==> config.mk <==
export PLATFORM = sky130hd
export DESIGN_NAME = rtc_update_ctrl
export DESIGN_NICKNAME = d
export VERILOG_FILES = /design/src/rtl/rtc_upd_pkg.sv /design/src/rtl/rtc_div_decode.sv /design/src/rtl/rtc_countdown_chain.sv /design/src/rtl/rtc_uip_ctrl.sv /design/src/rtl/rtc_update_ctrl.sv
export SDC_FILE = /design/constraint.sdc
export NUM_CORES = 1
export LEC_CHECK = 0
export CAP_MARGIN = 25
export CORE_MARGIN = 1.5
export CORE_UTILIZATION = 54
export CTS_BUF_LIST = sky130_fd_sc_hd__clkbuf_16
export DETAILED_ROUTE_END_ITERATION = 7
export PLACE_DENSITY = 0.77
export SKIP_CTS_REPAIR_TIMING = 1
export SLEW_MARGIN = 40
export SYNTH_ARGS = -nofsm -noshare
export SYNTH_HDL_FRONTEND = slang
export SYNTH_SLANG_ARGS = --single-unit
export TNS_END_PERCENT = 5
==> constraint.sdc <==
create_clock -name clk -period 1.66 [get_ports clk]
set_input_delay 0.166 -clock clk [delete_from_list [all_inputs] [get_ports clk]]
set_output_delay 0.166 -clock clk [all_outputs]
set_load 0.01 [all_outputs]
==> src/rtl/rtc_upd_pkg.sv <==
package rtc_upd_pkg;

  // Decoded divider operating modes.
  typedef enum logic [1:0] {
    DIV_STOP = 2'd0,   // oscillator off, chain parked
    DIV_HOLD = 2'd1,   // oscillator on, chain held in reset
    DIV_RUN  = 2'd2    // oscillator on, chain counting
  } div_mode_e;

  localparam logic [2:0] DIV_RUN_CODE = 3'b010;

  function automatic div_mode_e decode_div(input logic [2:0] code);
    if (code == DIV_RUN_CODE)    return DIV_RUN;
    else if (code[2:1] == 2'b11) return DIV_HOLD;
    else                         return DIV_STOP;
  endfunction

endpackage

==> src/rtl/rtc_div_decode.sv <==
module rtc_div_decode
  import rtc_upd_pkg::*;
(
  input  logic [2:0] div_ctl,
  output div_mode_e  mode,
  output logic       osc_on
);

  always_comb begin
    mode   = decode_div(div_ctl);
    osc_on = (mode != DIV_STOP);
  end

endmodule

==> src/rtl/rtc_countdown_chain.sv <==
module rtc_countdown_chain
  import rtc_upd_pkg::*;
#(
  parameter int CHAIN_W    = 15,
  parameter int LEAD_TICKS = 8
) (
  input  logic               clk,
  input  logic               por_n,
  input  logic               tick_en,
  input  div_mode_e          mode,
  output logic [CHAIN_W-1:0] chain_q,
  output logic               lead_hit,
  output logic               wrap_hit
);

  localparam int                 PERIOD  = 1 << CHAIN_W;
  localparam logic [CHAIN_W-1:0] HALF    = CHAIN_W'(PERIOD / 2);
  localparam logic [CHAIN_W-1:0] LAST    = {CHAIN_W{1'b1}};
  localparam logic [CHAIN_W-1:0] LEAD_AT = CHAIN_W'(PERIOD - LEAD_TICKS);

  logic               advance;
  logic [CHAIN_W-1:0] chain_nx;

  always_comb begin
    advance  = tick_en && (mode == DIV_RUN);
    chain_nx = chain_q + 1'b1;
    // Lead point is reached when this tick lands the chain on LEAD_AT.
    lead_hit = advance && (chain_nx == LEAD_AT);
    // Wrap from all ones back to zero marks the update instant.
    wrap_hit = advance && (chain_q == LAST);
  end

  always_ff @(posedge clk or negedge por_n) begin
    if (!por_n) begin
      chain_q <= HALF;
    end else if (mode != DIV_RUN) begin
      chain_q <= HALF;
    end else if (tick_en) begin
      chain_q <= chain_nx;
    end
  end

  assert_hold_parks_half_R2: assert property (@(posedge clk) disable iff (!por_n)
    (mode == DIV_HOLD) |=> (chain_q == HALF));

  assert_stop_parks_half_R8: assert property (@(posedge clk) disable iff (!por_n)
    (mode == DIV_STOP) |=> (chain_q == HALF));

  assert_idle_chain_stable_R1: assert property (@(posedge clk) disable iff (!por_n)
    (mode == DIV_RUN && !tick_en) |=> $stable(chain_q));

endmodule

==> src/rtl/rtc_uip_ctrl.sv <==
module rtc_uip_ctrl (
  input  logic clk,
  input  logic por_n,
  input  logic dev_rst_n,
  input  logic tick_en,
  input  logic running,
  input  logic set_inhibit,
  input  logic lead_hit,
  input  logic wrap_hit,
  output logic uip_q,
  output logic upd_strobe
);

  logic fire;

  // An update is only issued if the warning flag was already up.
  always_comb fire = wrap_hit && uip_q && !set_inhibit;

  always_ff @(posedge clk or negedge por_n) begin
    if (!por_n) begin
      uip_q      <= 1'b0;
      upd_strobe <= 1'b0;
    end else begin
      upd_strobe <= fire;
      if (set_inhibit || !running || upd_strobe) begin
        uip_q <= 1'b0;
      end else if (lead_hit) begin
        uip_q <= 1'b1;
      end
    end
  end

  assert_strobe_needs_flag_R4: assert property (@(posedge clk) disable iff (!por_n)
    upd_strobe |-> $past(uip_q));

  assert_flag_drops_after_strobe_R5: assert property (@(posedge clk) disable iff (!por_n)
    upd_strobe |=> !uip_q);

  assert_strobe_one_cycle_R5: assert property (@(posedge clk) disable iff (!por_n)
    upd_strobe |=> !upd_strobe);

  assert_inhibit_quiets_R6: assert property (@(posedge clk) disable iff (!por_n)
    set_inhibit |=> (!uip_q && !upd_strobe));

  assert_dev_reset_ignored_R9: assert property (@(posedge clk) disable iff (!por_n)
    (!dev_rst_n && !tick_en && !set_inhibit && running && !upd_strobe) |=> $stable(uip_q));

endmodule

==> src/rtl/rtc_update_ctrl.sv <==
module rtc_update_ctrl
  import rtc_upd_pkg::*;
#(
  parameter int CHAIN_W    = 15,
  parameter int LEAD_TICKS = 8
) (
  input  logic       clk,
  input  logic       por_n,
  input  logic       dev_rst_n,
  input  logic       tick_en,
  input  logic [2:0] div_ctl,
  input  logic       set_inhibit,
  output logic       osc_run,
  output logic       uip,
  output logic       upd_strobe
);

  div_mode_e          mode;
  logic [CHAIN_W-1:0] chain_q;
  logic               lead_hit;
  logic               wrap_hit;
  logic               running;

  rtc_div_decode u_decode (
    .div_ctl (div_ctl),
    .mode    (mode),
    .osc_on  (osc_run)
  );

  rtc_countdown_chain #(
    .CHAIN_W    (CHAIN_W),
    .LEAD_TICKS (LEAD_TICKS)
  ) u_chain (
    .clk      (clk),
    .por_n    (por_n),
    .tick_en  (tick_en),
    .mode     (mode),
    .chain_q  (chain_q),
    .lead_hit (lead_hit),
    .wrap_hit (wrap_hit)
  );

  always_comb running = (mode == DIV_RUN);

  rtc_uip_ctrl u_uip (
    .clk         (clk),
    .por_n       (por_n),
    .dev_rst_n   (dev_rst_n),
    .tick_en     (tick_en),
    .running     (running),
    .set_inhibit (set_inhibit),
    .lead_hit    (lead_hit),
    .wrap_hit    (wrap_hit),
    .uip_q       (uip),
    .upd_strobe  (upd_strobe)
  );

  assert_stopped_no_flag_R8: assert property (@(posedge clk) disable iff (!por_n)
    !running |=> !uip);

  assert_strobe_needs_run_R1: assert property (@(posedge clk) disable iff (!por_n)
    upd_strobe |-> $past(running && tick_en));

endmodule

==> results.tsv, run 1 <==
stage	metric	value	unit
clock_tree	cts_max_level	1	
finish	fillerInstances	112	
yosys	ys_seq_area_share	43.4	%
global_routing	track_usage	23.5	%
sta	hold_ws	243	ps
finish	syn2layout_area_growth	26.0	%
sta	rsz0062_at_grt	no	
setup_path	crit_chain	ha_1 -> nand4_4 -> nor3_4 -> nand2_1 -> xor2_1 -> nor2_1	
yosys	yosys_most_used_dff	dfrtp_1	
power_and_ir_drop	power.density	773	mW/mm2
yosys	synth_nets	118	
sta	slew_viol_final	0	
power_and_ir_drop	finalPower	0.957	mW
finish	drive_gt1_share	15.2	%
clock_tree	clk_path_buf_depth	2	
sta	fin_crit_sh	91.1	%
yosys	ys_seq_elements	17	
drt	vias	802	
clock_tree	clock_sinks	17	
sta	setup_viol	0	
yosys	synth_edf_count	0	
finish	final_util	72.5	%
finish	area.sequential	427	um2
setup_path	worstPathRequired	1800	ps
setup_path	crit_fanout	6	
drt	drt_first_pass_iters	4	
yosys	yosys.area.top_type	dfrtp_1	
global_routing	grt_pass1_vias	824	
finish	multi_input_area	547	um2
yosys	ys_types	31	
global_routing	grt_max_degree	18	
sta	relSlewSlack	80.3	%
finish	diodes	0	
clock_tree	clk_pin_slew	50	ps
yosys	synth.avg_cell_area	9.09	um2
run	maxCapViolCount	0	
floorplan	initial_core_util	57.5	%
power_and_ir_drop	peakVddDrop	635	uV
placement	dp_hpwl	1.47	mm
global_routing	antenna_found_initial	0	
placement	portBuffers	9	
sta	finalHoldViolCount	0	
sta	min_period	1510	ps
drt	viasPerCell	5.35	
finish	final_nets	136	
placement	gp_congestion	0.837	
global_routing	grt_pass1_wl	3.40	mm
sta	finClkSkew	1.60	ps
yosys	yosysTopAreaCellShare	40.8	%
floorplan	num_rows	15	
floorplan	ioPinCount	11	
clock_tree	worstSkewPairLatency	250	ps
setup_path	worst-setup-path-type	reg -> reg	
power_and_ir_drop	p_leak	0.518	nW
drt	drt_iter0_markers	17	
clock_tree	cts_inserted_buffers	3	
sta	finalSetupTns	0	ps
yosys	yosysWarnings	0	
clock_tree	root_buffer	clkbuf_16	
setup_path	slowest_stage	dfrtp_1	
floorplan	die_w	45.7	um
floorplan	die_h	45.7	um
drt	ant_nets	0	
sta	tightest_slew	296	ps
drt	wirelength	1.98	mm
yosys	synthTopCellsByArea	dfrtp_1, xor2_1, nor2_1, xnor2_1, nand2_1	
setup_path	cp-end-kind	flop	
floorplan	dieArea	0.00208	mm2
yosys	synthCells	108	
yosys	netlist_area	982	um2
min_path	hold_class	in -> async	
global_routing	gr-total-overflow	0	
clock_tree	cts_tree	yes	
sta	clock.fmax	0.662	GHz
drt	drc_errors	0	
setup_path	critPathLaunchType	flop	
drt	routedWlPerCell	13.2	um
floorplan	coreArea	0.00171	mm2
setup_path	cpPeakStageDelay	350	ps
setup_path	critPathArrivalTime	1650	ps
outcome	outcome	completed	
yosys	async_flop_share	100	%
critical path, delay by kind of cell, from the launching register on:
kind                       cells  cell delay, ps
adders and majority gates      1             300
DFF                            1             350
xor gates and xnor gates       1             150
and+or+nand+nor                4             590
area by class of cell:
class / count / share of cell area, %
Clock buffer: 3 / 6.07
Sequential cell: 17 / 34.5
Tap cell: 25 / 2.53
Timing Repair Buffer: 16 / 11.7
Multi-Input combinational cell: 86 / 44.2
Clock inverter: 1 / 0.404
Inverter: 2 / 0.607
cell usage after synthesis, types with 2 or more instances:
master   number
and3_1        3
nand3_1       6
nand2_1      15
ha_1          2
or3_1         2
inv_1         2
nor2_1       17
nand3_2       2
xor2_1        8
o21ai_0       2
nor3_2        2
nor3_1        4
dfrtp_1      16
xnor2_1       7
a21oi_1       4
metal layers:
layer	vias up	part of all wire (%)	global-route usage [%]
li1	400	-	-
met1	382	47	29.8
met2	15	48	36.3
met3	5	3.0	5.16
met4	0	2.2	13.5
met5	-	0	0
metrics by stage:
step / cell area (um2) / instances / setup slack [ps]
final: 1240 / 150 / 148
after global placement: 1140 / 146 / 46.8
after detailed placement: 1140 / 146 / -1.89
after floorplan: 982 / 108 / 157
after global routing: 1240 / 150 / 22.7
after CTS: 1220 / 150 / 20.3
where the power goes:
part	total [mW]	leakage [nW]	internal, mW	switching (mW)
clock network	0.492	0.0409	0.323	0.169
registers	0.416	0.234	0.416	0.000505
logic	0.0485	0.243	0.0240	0.0245
total	0.957	0.518	0.763	0.194
placed cells by master, fill, tap and decap left out, types with 3 or more instances in the layout:
cell | Yosys | layout
nor2_1 | 17 | 17
dfrtp_1 | 16 | 16
nand2_1 | 15 | 15
xor2_1 | 8 | 8
clkdlybuf4s50_1 | 0 | 8
xnor2_1 | 7 | 7
buf_4 | 1 | 7
nand3_1 | 6 | 6
nor3_1 | 4 | 4
a21oi_1 | 4 | 4
and3_1 | 3 | 3
clkbuf_16 | 0 | 3
sequential cells by signal (all words and copies together), names as in the netlist:
name              flops
u_chain.chain_q      15
u_uip.uip_q           1
u_uip.upd_strobe      1
cell families (layout without fill, tap and decap cells):
group                      after synthesis  in the layout  synth area share (%)
and+or+nand+nor                         58             58                  31.0
DFF                                     17             17                  43.4
xor gates and xnor gates                15             15                  13.4
AOI/OAI and AO/OA                       10             10                  6.24
buffers and inverters                    5             22                  2.42
adders and majority gates                2              2                  2.55
muxes                                    1              1                  1.02
final timing paths:
check	cells after the start	from	slack, ps	to
hold reg to reg	2	u_uip.uip_q	540	u_uip.uip_q
max in group asynchronous	2	por_n	1160	u_chain.chain_q[14]
setup / recovery	6	u_chain.chain_q[0]	150	u_chain.chain_q[12]
min in group clk	2	div_ctl[1]	480	u_chain.chain_q[14]
setup reg to reg	6	u_chain.chain_q[0]	150	u_chain.chain_q[12]
hold / removal	2	por_n	240	u_chain.chain_q[4]
Note: power is estimated with default switching activity, not from simulation.
==> run 2: changes to the inputs <==
SLEW_MARGIN = not set   (was 40)
==> results of run 2 <==
Same layout as run 1: the final DEF is identical, and so are final timing and power.
